### src/rtl/pkt_fec_pkg.sv
package pkt_fec_pkg;

  typedef enum logic [1:0] {
    PM_NONE  = 2'b00,
    PM_HAM   = 2'b01,
    PM_GOLAY = 2'b10,
    PM_RAW   = 2'b11
  } prot_mode_e;

  localparam int STAT_W  = 8;
  localparam int ERRC_W  = STAT_W - 1;
  localparam int GOL_N   = 24;
  localparam int GOL_K   = 12;
  localparam int HAM_N   = 8;
  localparam int HAM_K   = 4;
  localparam logic [10:0] GOLAY_SEED = 11'b11011100010;

  typedef struct packed {
    logic [GOL_K-1:0] data;
    logic             unc;
  } gol_res_t;

  typedef struct packed {
    logic [HAM_K-1:0] data;
    logic             unc;
  } ham_res_t;

  // Row i of the symmetric, self-inverse extended Golay matrix; bit j = column j.
  function automatic logic [11:0] golay_row(input int i);
    logic [11:0] r;
    for (int j = 0; j < 12; j++) begin
      if (i == 11 && j == 11)      r[j] = 1'b0;
      else if (i == 11 || j == 11) r[j] = 1'b1;
      else                         r[j] = GOLAY_SEED[10 - ((i + j) % 11)];
    end
    return r;
  endfunction

  function automatic logic [11:0] golay_mul(input logic [11:0] x);
    logic [11:0] acc;
    acc = '0;
    for (int i = 0; i < 12; i++)
      if (x[i]) acc ^= golay_row(i);
    return acc;
  endfunction

  function automatic gol_res_t golay_decode(input logic [23:0] cw);
    logic [11:0] r1, r2, s, s2, e1;
    logic        found;
    gol_res_t    res;
    r1 = cw[23:12];
    r2 = cw[11:0];
    s  = golay_mul(r1) ^ r2;
    e1 = '0;
    found = 1'b0;
    if ($countones(s) <= 3) found = 1'b1;
    for (int i = 0; i < 12; i++) begin
      if (!found && $countones(s ^ golay_row(i)) <= 2) begin
        e1 = 12'(1) << i;
        found = 1'b1;
      end
    end
    s2 = golay_mul(s);
    if (!found && $countones(s2) <= 3) begin
      e1 = s2;
      found = 1'b1;
    end
    for (int i = 0; i < 12; i++) begin
      if (!found && $countones(s2 ^ golay_row(i)) <= 2) begin
        e1 = s2 ^ golay_row(i);
        found = 1'b1;
      end
    end
    res.data = found ? (r1 ^ e1) : r1;
    res.unc  = !found;
    return res;
  endfunction

  // Arrival position p (1..8) lives at cw[8-p].
  function automatic ham_res_t hamming_decode(input logic [7:0] cw);
    logic [2:0] syn;
    logic       par;
    logic [7:0] fx;
    ham_res_t   res;
    syn = '0;
    for (int p = 1; p < 8; p++)
      if (cw[8-p]) syn ^= 3'(p);
    par = ^cw;
    fx  = cw;
    res.unc = 1'b0;
    if (par) begin
      if (syn != 3'd0) fx[8 - int'(syn)] = ~fx[8 - int'(syn)];
    end else if (syn != 3'd0) begin
      res.unc = 1'b1;
    end
    res.data = {fx[5], fx[3], fx[2], fx[1]};
    return res;
  endfunction

endpackage

### src/rtl/pkt_fec_golay_dec.sv
module pkt_fec_golay_dec
  import pkt_fec_pkg::*;
(
  input  logic [GOL_N-1:0] cw,
  output logic [GOL_K-1:0] data,
  output logic             unc
);
  gol_res_t res;
  always_comb begin
    res  = golay_decode(cw);
    data = res.data;
    unc  = res.unc;
  end
endmodule

### src/rtl/pkt_fec_ham_dec.sv
module pkt_fec_ham_dec
  import pkt_fec_pkg::*;
(
  input  logic [HAM_N-1:0] cw,
  output logic [HAM_K-1:0] data,
  output logic             unc
);
  ham_res_t res;
  always_comb begin
    res  = hamming_decode(cw);
    data = res.data;
    unc  = res.unc;
  end
endmodule

### src/rtl/pkt_fec_crc.sv
module pkt_fec_crc #(
  parameter int            W    = 16,
  parameter logic [W-1:0]  POLY = 16'h1021
) (
  input  logic         clk,
  input  logic         rst_n,
  input  logic         clr,
  input  logic         en,
  input  logic         bit_in,
  output logic [W-1:0] crc_nxt
);
  logic [W-1:0] crc_q;

  always_comb begin
    crc_nxt = {crc_q[W-2:0], 1'b0};
    if (crc_q[W-1] ^ bit_in) crc_nxt = crc_nxt ^ POLY;
  end

  always_ff @(posedge clk or negedge rst_n) begin
    if (!rst_n)   crc_q <= '0;
    else if (clr) crc_q <= '0;
    else if (en)  crc_q <= crc_nxt;
  end
endmodule

### src/rtl/pkt_fec_ser.sv
module pkt_fec_ser #(
  parameter int W = 12,
  localparam int NW = $clog2(W + 1)
) (
  input  logic          clk,
  input  logic          rst_n,
  input  logic          load,
  input  logic [W-1:0]  load_word,
  input  logic [NW-1:0] load_n,
  input  logic          pass_en,
  input  logic          pass_bit,
  output logic          out_valid,
  output logic          out_bit
);
  logic [W-1:0]  sh;
  logic [NW-1:0] left;

  always_ff @(posedge clk or negedge rst_n) begin
    if (!rst_n) begin
      sh        <= '0;
      left      <= '0;
      out_valid <= 1'b0;
      out_bit   <= 1'b0;
    end else begin
      out_valid <= pass_en || (left != '0);
      out_bit   <= pass_en ? pass_bit : ((left != '0) && sh[W-1]);
      if (load) begin
        sh   <= load_word;
        left <= load_n;
      end else if (left != '0) begin
        sh   <= {sh[W-2:0], 1'b0};
        left <= left - 1'b1;
      end
    end
  end
endmodule

### src/rtl/pkt_fec_strip.sv
module pkt_fec_strip
  import pkt_fec_pkg::*;
#(
  parameter int               PKT_BITS = 720,
  parameter int               CRC_W    = 16,
  parameter logic [CRC_W-1:0] CRC_POLY = 16'h1021
) (
  input  logic              clk,
  input  logic              rst_n,
  input  logic              start,
  input  logic [1:0]        mode,
  input  logic              bit_valid,
  input  logic              bit_in,
  output logic              out_valid,
  output logic              out_bit,
  output logic              done,
  output logic [STAT_W-1:0] status
);
  localparam int CNT_W = $clog2(PKT_BITS);
  localparam logic [CNT_W-1:0] LAST_IDX = CNT_W'(PKT_BITS - 1);
  localparam logic [ERRC_W-1:0] ERRC_MAX = '1;
  localparam int SNW = $clog2(GOL_K + 1);

  prot_mode_e        mode_q;
  logic              active;
  logic [CNT_W-1:0]  bit_cnt;
  logic [4:0]        cw_pos, cw_last;
  logic [GOL_N-1:0]  cw_shift, shift_nxt;
  logic [ERRC_W-1:0] unc_cnt, cnt_nxt;

  // Named internal events for the checker.
  logic accept, pkt_last, cw_done, cw_unc, pass_mode;

  logic [GOL_K-1:0] g_data;
  logic             g_unc;
  logic [HAM_K-1:0] h_data;
  logic             h_unc;
  logic [CRC_W-1:0] crc_nxt;
  logic [GOL_K-1:0] load_word;
  logic [SNW-1:0]   load_n;

  always_comb begin
    pass_mode = (mode_q == PM_NONE) || (mode_q == PM_RAW);
    unique case (mode_q)
      PM_GOLAY: cw_last = 5'(GOL_N - 1);
      PM_HAM:   cw_last = 5'(HAM_N - 1);
      default:  cw_last = 5'd0;
    endcase
    accept    = active && bit_valid && !start;
    pkt_last  = accept && (bit_cnt == LAST_IDX);
    shift_nxt = {cw_shift[GOL_N-2:0], bit_in};
    cw_done   = accept && !pass_mode && (cw_pos == cw_last);
    cw_unc    = cw_done && ((mode_q == PM_GOLAY) ? g_unc : h_unc);
    cnt_nxt   = unc_cnt + ERRC_W'(cw_unc && (unc_cnt != ERRC_MAX));
    if (mode_q == PM_GOLAY) begin
      load_word = g_data;
      load_n    = SNW'(GOL_K);
    end else begin
      load_word = {h_data, {(GOL_K-HAM_K){1'b0}}};
      load_n    = SNW'(HAM_K);
    end
  end

  pkt_fec_golay_dec u_gol (
    .cw   (shift_nxt),
    .data (g_data),
    .unc  (g_unc)
  );

  pkt_fec_ham_dec u_ham (
    .cw   (shift_nxt[HAM_N-1:0]),
    .data (h_data),
    .unc  (h_unc)
  );

  pkt_fec_crc #(.W(CRC_W), .POLY(CRC_POLY)) u_crc (
    .clk     (clk),
    .rst_n   (rst_n),
    .clr     (start),
    .en      (accept),
    .bit_in  (bit_in),
    .crc_nxt (crc_nxt)
  );

  pkt_fec_ser #(.W(GOL_K)) u_ser (
    .clk       (clk),
    .rst_n     (rst_n),
    .load      (cw_done),
    .load_word (load_word),
    .load_n    (load_n),
    .pass_en   (accept && pass_mode),
    .pass_bit  (bit_in),
    .out_valid (out_valid),
    .out_bit   (out_bit)
  );

  always_ff @(posedge clk or negedge rst_n) begin
    if (!rst_n) begin
      mode_q   <= PM_NONE;
      active   <= 1'b0;
      bit_cnt  <= '0;
      cw_pos   <= '0;
      cw_shift <= '0;
      unc_cnt  <= '0;
      done     <= 1'b0;
      status   <= '0;
    end else begin
      done <= pkt_last;
      if (start) begin
        active   <= 1'b1;
        mode_q   <= prot_mode_e'(mode);
        bit_cnt  <= '0;
        cw_pos   <= '0;
        cw_shift <= '0;
        unc_cnt  <= '0;
      end else if (accept) begin
        cw_shift <= shift_nxt;
        bit_cnt  <= bit_cnt + 1'b1;
        cw_pos   <= (cw_pos == cw_last) ? 5'd0 : cw_pos + 5'd1;
        unc_cnt  <= cnt_nxt;
        if (pkt_last) begin
          active <= 1'b0;
          status <= {(crc_nxt != '0), cnt_nxt};
        end
      end
    end
  end
endmodule

### config.mk
export PLATFORM = sky130hd
export DESIGN_NAME = pkt_fec_strip
export DESIGN_NICKNAME = d
export VERILOG_FILES = /design/src/rtl/pkt_fec_pkg.sv /design/src/rtl/pkt_fec_golay_dec.sv /design/src/rtl/pkt_fec_ham_dec.sv /design/src/rtl/pkt_fec_crc.sv /design/src/rtl/pkt_fec_ser.sv /design/src/rtl/pkt_fec_strip.sv
export SDC_FILE = /design/constraint.sdc
export NUM_CORES = 1
export LEC_CHECK = 0
export BUFFER_PORTS_ARGS = -buffer_cell sky130_fd_sc_hd__buf_2
export CORE_ASPECT_RATIO = 0.8
export CORE_MARGIN = 10
export CORE_UTILIZATION = 35
export CTS_CLUSTER_DIAMETER = 150
export DETAILED_ROUTE_END_ITERATION = 7
export PLACE_DENSITY = 0.53
export SLEW_MARGIN = 15
export SYNTH_ARGS = -nofsm -noshare
export SYNTH_HDL_FRONTEND = slang
export SYNTH_SLANG_ARGS = --single-unit
### constraint.sdc
create_clock -name clk -period 8.59 [get_ports clk]
set_input_delay 1.2885 -clock clk [delete_from_list [all_inputs] [get_ports clk]]
set_output_delay 1.2885 -clock clk [all_outputs]
set_load 0.05 [all_outputs]
==> results of run 1 <==
==> metal layers <==
layer	track usage, %	vias up
met1	23.63	5140
met2	23.01	198
met5	0	-
met4	2.595	0
met3	2.722	29
li1	-	4979
==> sequential cells by signal (all words and copies together) (netlist names) <==
| signal | count |
|---|---|
| cw_pos | 5 |
| active | 1 |
| status | 8 |
| u_ser.left | 4 |
| u_ser.sh | 12 |
| bit_cnt | 10 |
| u_crc.crc_q | 16 |
| done | 1 |
| mode_q | 2 |
| unc_cnt | 7 |
| cw_shift | 23 |
| u_ser.out_bit | 1 |
| u_ser.out_valid | 1 |
==> final timing paths <==
check | endpoint | slack [ps] | depth (start not counted)
setup / recovery | unc_cnt[4] | 430 | 32
hold / removal | status[3] | 490 | 2
setup reg to reg | u_ser.sh[1] | 480 | 26
hold reg to reg | status[3] | 490 | 2
max in group asynchronous | cw_pos[3] | 6580 | 2
min in group asynchronous | cw_shift[11] | 890 | 1
==> worst max-delay path, delay by kind of cell <==
kind	cells	cell delay, ps
adders and majority gates	8	2840
AOI/OAI and AO/OA	5	860
xor gates and xnor gates	5	1010
and+or+nand+nor	7	1530
buffers and inverters	7	890
==> final cells by class <==
type,instances,share of cell area [%]
clock buffer,10,1.527
tap,536,4.286
inverter,226,5.421
sequential,91,14.55
timing repair buffer,102,4.638
clock inverter,6,0.4638
multi-input combinational,1113,69.11
==> per-stage QoR <==
step / setup WS [ps] / cells / TNS (ps)
after floorplan: 18.92 / 1475 / 0
after global placement: 12.53 / 2067 / 0
after detailed placement: -97.30 / 2067 / -220.6
after CTS: 283.8 / 2083 / 0
after global routing: 20.45 / 2084 / 0
final: 425.8 / 2084 / 0
==> power by group through the flow <==
stage                     combinational [mW]  sequential [mW]  clock, mW
after CTS                               2.57            0.458      0.426
after detailed placement                2.55            0.466          0
after floorplan                         1.72            0.469          0
after global placement                  2.55            0.466          0
after global routing                    2.95            0.460      0.444
final                                   2.61            0.458      0.416
==> cell families (layout without fill, tap and decap cells) <==
group / after synthesis / after routing
xor+xnor: 151 / 151
simple gates: 366 / 366
mux: 20 / 20
fa+ha+maj: 335 / 335
compound gates: 241 / 241
buf+inv: 271 / 344
flops: 91 / 91
==> timing repair <==
action,in CTS,in global routing
hold buffers,0,0
setup buffers,0,1
endpoints found under the setup margin,0,8
resized for setup,0,9
endpoints found under the hold margin,0,0
==> placed cells by master, fill, tap and decap left out, types with 5 or more instances in the layout <==
master / n
a2111oi_0: 10
a211o_1: 7
a211oi_1: 16
a21o_1: 8
a21oi_1: 93
and2_1: 20
and3_1: 11
buf_2: 16
buf_4: 86
clkbuf_16: 9
dfrtp_1: 91
fa_1: 174
ha_1: 159
inv_1: 222
mux2i_1: 17
nand2_1: 135
nand2b_1: 12
nand3_1: 19
nand3b_1: 8
nand4_1: 13
nor2_1: 71
nor2b_1: 11
nor3_1: 20
nor4_1: 6
o21a_1: 5
o21ai_0: 42
o21ai_1: 7
o22ai_1: 13
or3_1: 9
or4_1: 5
xnor2_1: 73
xnor2_2: 24
xnor2_4: 6
xor2_1: 35
xor2_2: 7
==> results.tsv, run 1 <==
metric	value	unit
Simple-Gate Fraction of Synth Area	12.68	%
Max Used Layer	met4	
CP startpoint kind	input pin	
Final min period	8164	ps
crit path from	bit_in	
FF/Latch Area	2277	um^2
status	finished, final reports clean	
Initial DRT Pass Iterations	5	
crit-path max cell delay	520	ps
Cell variety after synth	77	
later-pin clock latency in the skew report	350	ps
Synth async-reset ratio	100.0	%
number of synthesized flops with an enable pin	0	
worst vdd ir	0.1814	mV
WS Path Type	in -> reg	
Die Ht	199.2	um
Least-Margin Pin Slew	831.1	ps
crit end category	flip-flop	
drt total wl	37140	um
initial antenna violation count	1	
syn_nets	1817	
nets@finish	1885	
number of buffers created by CTS	9	
PortBufs	17	
register area share after synthesis	16.21	%
Clock power frac	11.9	%
Commonest cells post-synth	inv_1 (222), fa_1 (174), ha_1 (161)	
Final Instance Area	15650	um^2
diode count	0	
GRT Overall Usage	15.63	%
Initial Utilization	35.55	%
placed wire-length estimate	31340	um
XOR/XNOR Fraction of Synth Area	12.19	%
f_max	122.5	MHz
drt via density	4.964	
Flop pwr share	13.2	%
synthesized area	14050	um^2
placed cell areas	15270	um^2
main combinational cell family by area after synthesis	adder cells	
clock root buffer master	clkbuf_16	
Fill cells	4012	
Die Wd	244.0	um
Clock Path Buffers	2	
Synth Area in Compound Gates	10.80	%
Net Sw Frac	49.64	%
hold_sp	status[3]	
Crit path arrival time	8430	ps
gpl congestion	0.9814	
area of the multi-input gates	10810	um^2
LEAKAGE	7.470	nW
P&R area growth vs syn	11.35	%
Yosys top cell area share	24.79	%
htree depth	3	
Core Box Area	39530	um^2
Synth Register Bits	91	
post-route ant nets	0	
row count	65	
met2 wire length	15890	um
Internal	1.752	mW
P per Cell Area	222.3	nW/um^2
final period utilization	95.04	%
Post-Synth Adder-Cell Area	39.12	%
grt ovf	0	
Final Setup Violations	0	
first-pass GRT wire length	59910	um
worst hold slack	485.7	ps
RSZ-0062 raised after global routing	false	
met3 routed WL	1756	um
share of layout cells above drive strength 1	11.56	%
Main synth FF type	dfrtp_1	
worst hold path type	reg -> reg	
NetSw	1.727	mW
crit path max fanout	5	
Synthesis Warnings	0	
slowest CP cell	fa_1	
Gate power share	74.9	%
fin util	39.59	%
vias	10350	
mux contribution to synthesized area	1.451	%
routed len/inst	17.82	um
max-slew violations	0	
reg2reg start	cw_shift[18]	
Mean Syn Cell Area	9.527	um^2
CTS sink count	91	
CTS clk-pin slew, worst paths	70	ps
Mapped Cells	1475	
final hold vios	0	
Iter 0 DRT Violations	671	
detailed-route DRC error count	0	
Max-slew headroom	43.16	%
Max-Cap Viols	0	
TritonCTS clock tree	done	
cell taking the most area after synthesis	fa_1	
count leader, synth	inv_1	
synth top area cells	fa_1 (25%), dfrtp_1 (16%), ha_1 (14%)	
vias in the first global route	10490	
Worst Path Required	8860	ps
largest net degree at the start of global routing	63	
Max Clock Skew	7.996	ps
Overall Power	3.479	mW
Met1 Wirelength	19120	um
die area	48610	um^2
num ports	18	
Power figures use the tool's default switching activity.
==> inputs of run 2 (changes only) <==
--- a/config.mk
+++ b/config.mk
@@ -8,11 +8,12 @@
 export BUFFER_PORTS_ARGS = -buffer_cell sky130_fd_sc_hd__buf_2
 export CORE_ASPECT_RATIO = 0.8
 export CORE_MARGIN = 10
-export CORE_UTILIZATION = 35
+export CORE_UTILIZATION = 32
 export CTS_CLUSTER_DIAMETER = 150
 export DETAILED_ROUTE_END_ITERATION = 7
-export PLACE_DENSITY = 0.53
+export PLACE_DENSITY = 0.5
 export SLEW_MARGIN = 15
 export SYNTH_ARGS = -nofsm -noshare
 export SYNTH_HDL_FRONTEND = slang
 export SYNTH_SLANG_ARGS = --single-unit
+export TNS_END_PERCENT = 20
==> results.tsv, run 2 (same netlist as run 1, synthesis figures left out) <==
metric	value	unit
WS Path Type	in -> reg	
nets@finish	1887	
NetSw	1.739	mW
commonest non-fill, non-tap cells in the layout	inv_1 (222), fa_1 (174), ha_1 (159)	
Worst Path Required	8820	ps
diode count	0	
initial antenna violation count	0	
P&R area growth vs syn	11.61	%
num ports	18	
PortBufs	17	
Gate power share	75.9	%
die area	52750	um^2
Max-slew headroom	34.94	%
critical path's most frequent cell	buf_4	
number of buffers created by CTS	9	
P per Cell Area	221.2	nW/um^2
first-pass GRT wire length	60770	um
later-pin clock latency in the skew report	350	ps
share of layout cells above drive strength 1	11.81	%
Largest register FFs	23	
Final Instance Area	15680	um^2
Die Ht	207.4	um
RSZ-0062 raised after global routing	false	
Die Wd	254.3	um
worst hold path type	reg -> reg	
detailed-route DRC error count	0	
worst hold slack	484.4	ps
Internal	1.730	mW
crit-path max cell delay	570	ps
vias	10360	
grt ovf	0	
TritonCTS clock tree	done	
drt via density	4.909	
Initial Utilization	32.45	%
Least-Margin Pin Slew	975.9	ps
most common cell after layout, fill and taps aside	inv_1	
status	finished, final reports clean	
Flop pwr share	13.2	%
row count	68	
Core Box Area	43310	um^2
Clock Path Buffers	2	
crit end category	flip-flop	
worst vdd ir	0.1787	mV
htree depth	3	
placed cell areas	15310	um^2
placed wire-length estimate	31810	um
clock root buffer master	clkbuf_16	
pre-CTS setup slack	-181.9	ps
final hold vios	0	
Max Clock Skew	8.662	ps
LEAKAGE	7.473	nW
CTS clk-pin slew, worst paths	70	ps
crit path max fanout	7	
largest net degree at the start of global routing	75	
Clock power frac	10.9	%
Max-Cap Viols	0	
final period utilization	96.65	%
GRT Overall Usage	14.49	%
Initial DRT Pass Iterations	6	
CP startpoint kind	input pin	
vias in the first global route	10720	
Final Setup Violations	0	
Crit path arrival time	8540	ps
Iter 0 DRT Violations	627	
setup ws final	288.1	ps
f_max	120.5	MHz
post-route ant nets	0	
Largest Register	cw_shift	
CTS sink count	91	
Setup TNS	0	ps
routed len/inst	17.76	um
biggest regs	cw_shift (23), u_crc.crc_q (16), u_ser.sh (12)	
Final min period	8302	ps
drt total wl	37470	um
max-slew violations	0	
Overall Power	3.469	mW
slowest CP cell	fa_1	
gpl congestion	0.9642	
Net Sw Frac	50.13	%
## run 2: worst paths after layout
check	start	cells past startpoint	slack, ps	to
worst max-delay path	bit_in	34	290	u_ser.sh[9]
worst min-delay path	status[5]	2	480	status[5]
worst max register to register	cw_shift[12]	29	350	u_ser.sh[9]
worst min register to register	status[5]	2	480	status[5]
max in group asynchronous	rst_n	2	6550	u_ser.sh[2]
min in group asynchronous	rst_n	1	800	status[0]
## run 2: per-layer routing
metal	part of all wire (%)	global-route usage (%)	vias up
li1	-	-	4981
met1	51	21.98	5114
met2	43	21.33	237
met3	5.5	2.565	25
met4	0.65	1.972	0
met5	0	0	-
## run 2: repair_timing
item | in CTS | in global routing
setup buffers | 0 | 2
hold buffers | 0 | 0
gates resized for setup | 0 | 12
hold endpoints to repair | 0 | 0
setup endpoints to repair | 0 | 10
## run 2: stage by stage
| stage | util (%) | cells |
|---|---|---|
| 2_1_floorplan | - | 1475 |
| 3_3_place_gp | 35.35 | 2092 |
| 3_5_place_dp | 35.35 | 2092 |
| 4_1_cts | 35.99 | 2108 |
| 5_1_grt | 36.22 | 2110 |
| 6_report | 36.22 | 2110 |
## run 2: layout make-up
type	instances	area, um^2
inverter	226	848.3
clock inverter	6	40.04
timing repair buffer	104	740.7
clock buffer	10	239.0
multi-input combinational	1113	10840
tap	560	700.7
fill	4403	27620
sequential	91	2277
## run 2: power by group through the flow
stage	clock (mW)	combinational [mW]	sequential, mW
finish	0.379	2.63	0.458
global route	0.407	2.99	0.460
CTS	0.387	2.60	0.459
detailed placement	0	2.58	0.467
global placement	0	2.56	0.466
floorplan	0	1.72	0.469
## run 2: worst max-delay path: cells and delay by family
| kind | cells | cell delay, ps |
|---|---|---|
| muxes | 1 | 140 |
| buffers and inverters | 10 | 1320 |
| xor gates and xnor gates | 7 | 1300 |
| AOI/OAI and AO/OA | 5 | 1410 |
| adders and majority gates | 7 | 2520 |
| and+or+nand+nor | 4 | 550 |
==> inputs of run 3 (changes only) <==
--- a/config.mk
+++ b/config.mk
@@ -5,13 +5,14 @@
 export SDC_FILE = /design/constraint.sdc
 export NUM_CORES = 1
 export LEC_CHECK = 0
-export BUFFER_PORTS_ARGS = -buffer_cell sky130_fd_sc_hd__buf_2
 export CORE_ASPECT_RATIO = 0.8
 export CORE_MARGIN = 10
 export CORE_UTILIZATION = 32
 export CTS_CLUSTER_DIAMETER = 150
+export CTS_CLUSTER_SIZE = 12
 export DETAILED_ROUTE_END_ITERATION = 7
-export PLACE_DENSITY = 0.5
+export DONT_BUFFER_PORTS = 1
+export PLACE_DENSITY = 0.49
 export SLEW_MARGIN = 15
 export SYNTH_ARGS = -nofsm -noshare
 export SYNTH_HDL_FRONTEND = slang
==> results.tsv, run 3 (same netlist as run 1, synthesis figures left out) <==
metric	value	unit
GRT Overall Usage	14.87	%
Internal	1.709	mW
final hold vios	0	
gpl congestion	0.9429	
Die Ht	207.4	um
biggest regs	cw_shift (23), u_crc.crc_q (16), u_ser.sh (12)	
commonest non-fill, non-tap cells in the layout	inv_1 (221), fa_1 (174), ha_1 (159)	
Least-Margin Pin Slew	972.4	ps
placed wire-length estimate	32160	um
Crit path arrival time	8360	ps
first-pass GRT wire length	61960	um
row count	68	
Net Sw Frac	50.63	%
hold_sp	active	
Final Setup Violations	0	
Iter 0 DRT Violations	775	
worst vdd ir	0.1372	mV
clock root buffer master	clkbuf_16	
Setup TNS	0	ps
WHS Path Cells	1	
nets@finish	1861	
Initial Utilization	32.45	%
WS Path Type	reg -> reg	
Largest Register	cw_shift	
post-route ant nets	0	
vias in the first global route	10630	
FF-to-FF End	u_ser.sh[3]	
Die Wd	254.3	um
crit-path max cell delay	610	ps
CTS sink count	91	
later-pin clock latency in the skew report	360	ps
vias	10300	
f_max	122.6	MHz
CP startpoint kind	flip-flop	
Flop pwr share	13.4	%
NetSw	1.753	mW
LEAKAGE	7.325	nW
Gate power share	75.0	%
Initial DRT Pass Iterations	5	
P&R area growth vs syn	10.38	%
Core Box Area	43310	um^2
worst hold path endpoint	active	
most common cell after layout, fill and taps aside	inv_1	
final period utilization	94.93	%
detailed-route DRC error count	0	
RSZ-0062 raised after global routing	false	
largest net degree at the start of global routing	92	
cell family with most CP delay	adder cells	
share of layout cells above drive strength 1	10.37	%
Worst Path Required	8800	ps
Clock Path Buffers	2	
crit end category	flip-flop	
Largest register FFs	23	
worst hold slack	494.5	ps
cells on worst reg2reg path	26	
crit path from	cw_shift[18]	
htree depth	3	
Max Used Layer	met4	
Clock power frac	11.5	%
drt via density	4.941	
met3 routed WL	2033	um
Buf+Inv Stages, Crit Path	5	
die area	52750	um^2
number of buffers created by CTS	9	
Max-slew headroom	34.49	%
r2r setup slk	440	ps
num ports	18	
status	finished, final reports clean	
P per Cell Area	223.2	nW/um^2
TritonCTS clock tree	done	
grt ovf	0	
Max Clock Skew	9.250	ps
initial antenna violation count	1	
CTS clk-pin slew, worst paths	80	ps
Final min period	8155	ps
slowest CP cell	dfrtp_1	
drt total wl	38310	um
Max-Cap Viols	0	
routed len/inst	18.38	um
fin util	35.82	%
crit path max fanout	8	
reg2reg start	cw_shift[18]	
worst hold path type	reg -> reg	
PortBufs	0	
max-slew violations	0	
Met1 Wirelength	19620	um
met2 wire length	16350	um
## run 3: changes by cell type in the layout (fill, tap and decap cells not counted), moves of 2 or more
cell / before / now
clkinv_2: 3 / 0
buf_2: 16 / 0
xnor2_1: 72 / 74
inv_6: 1 / 3
inv_8: 0 / 2
dfrtp_1: 91 / 87
dfrtp_2: 0 / 4
buf_4: 88 / 78
## run 3: routing by layer
layer / track usage (%) / vias up
met3: 2.565 / 23
met2: 21.75 / 202
met4: 2.506 / 0
met1: 22.54 / 5145
met5: 0 / -
li1: - / 4933
## run 3: power groups by stage
stage	sequential (mW)	clock [mW]	combinational [mW]
after floorplan	0.469	0	1.72
after global placement	0.473	0	2.52
after detailed placement	0.473	0	2.55
after CTS	0.465	0.412	2.57
after global routing	0.468	0.428	2.95
final	0.465	0.399	2.60
## run 3: layout make-up
class	instances	area [um^2]
Timing Repair Buffer	78	585.6
Clock buffer	9	225.2
Fill cell	4380	27800
Sequential cell	91	2282
Tap cell	560	700.7
Multi-Input combinational cell	1113	10800
Antenna cell	1	2.502
Clock inverter	7	66.31
Inverter	226	852.1
## run 3: worst max-delay path by stage
stage	cells after the start	end	slack (ps)
2_1_floorplan	33	unc_cnt[4]	20
3_3_place_gp	31	u_ser.sh[9]	170
3_5_place_dp	31	u_ser.sh[9]	40
4_1_cts	30	u_ser.sh[9]	180
5_1_grt	33	u_ser.sh[9]	30
6_report	26	u_ser.sh[3]	440
## run 3: what timing repair did
item	CTS	global route
gates resized for setup	0	11
setup buffers	0	2
endpoints found under the setup margin	0	13
hold buffers	0	0
## run 3: metrics by stage
stage | instances | area [um^2] | setup slack [ps] | power, mW
CTS | 2082 | 15440 | 184.5 | 3.448
detailed placement | 2066 | 15150 | 36.07 | 3.025
finish | 2085 | 15510 | 435.1 | 3.462
global route | 2084 | 15510 | 34.98 | 3.843
global placement | 2066 | 15150 | 165.4 | 2.997
floorplan | 1475 | 14090 | 18.92 | 2.191
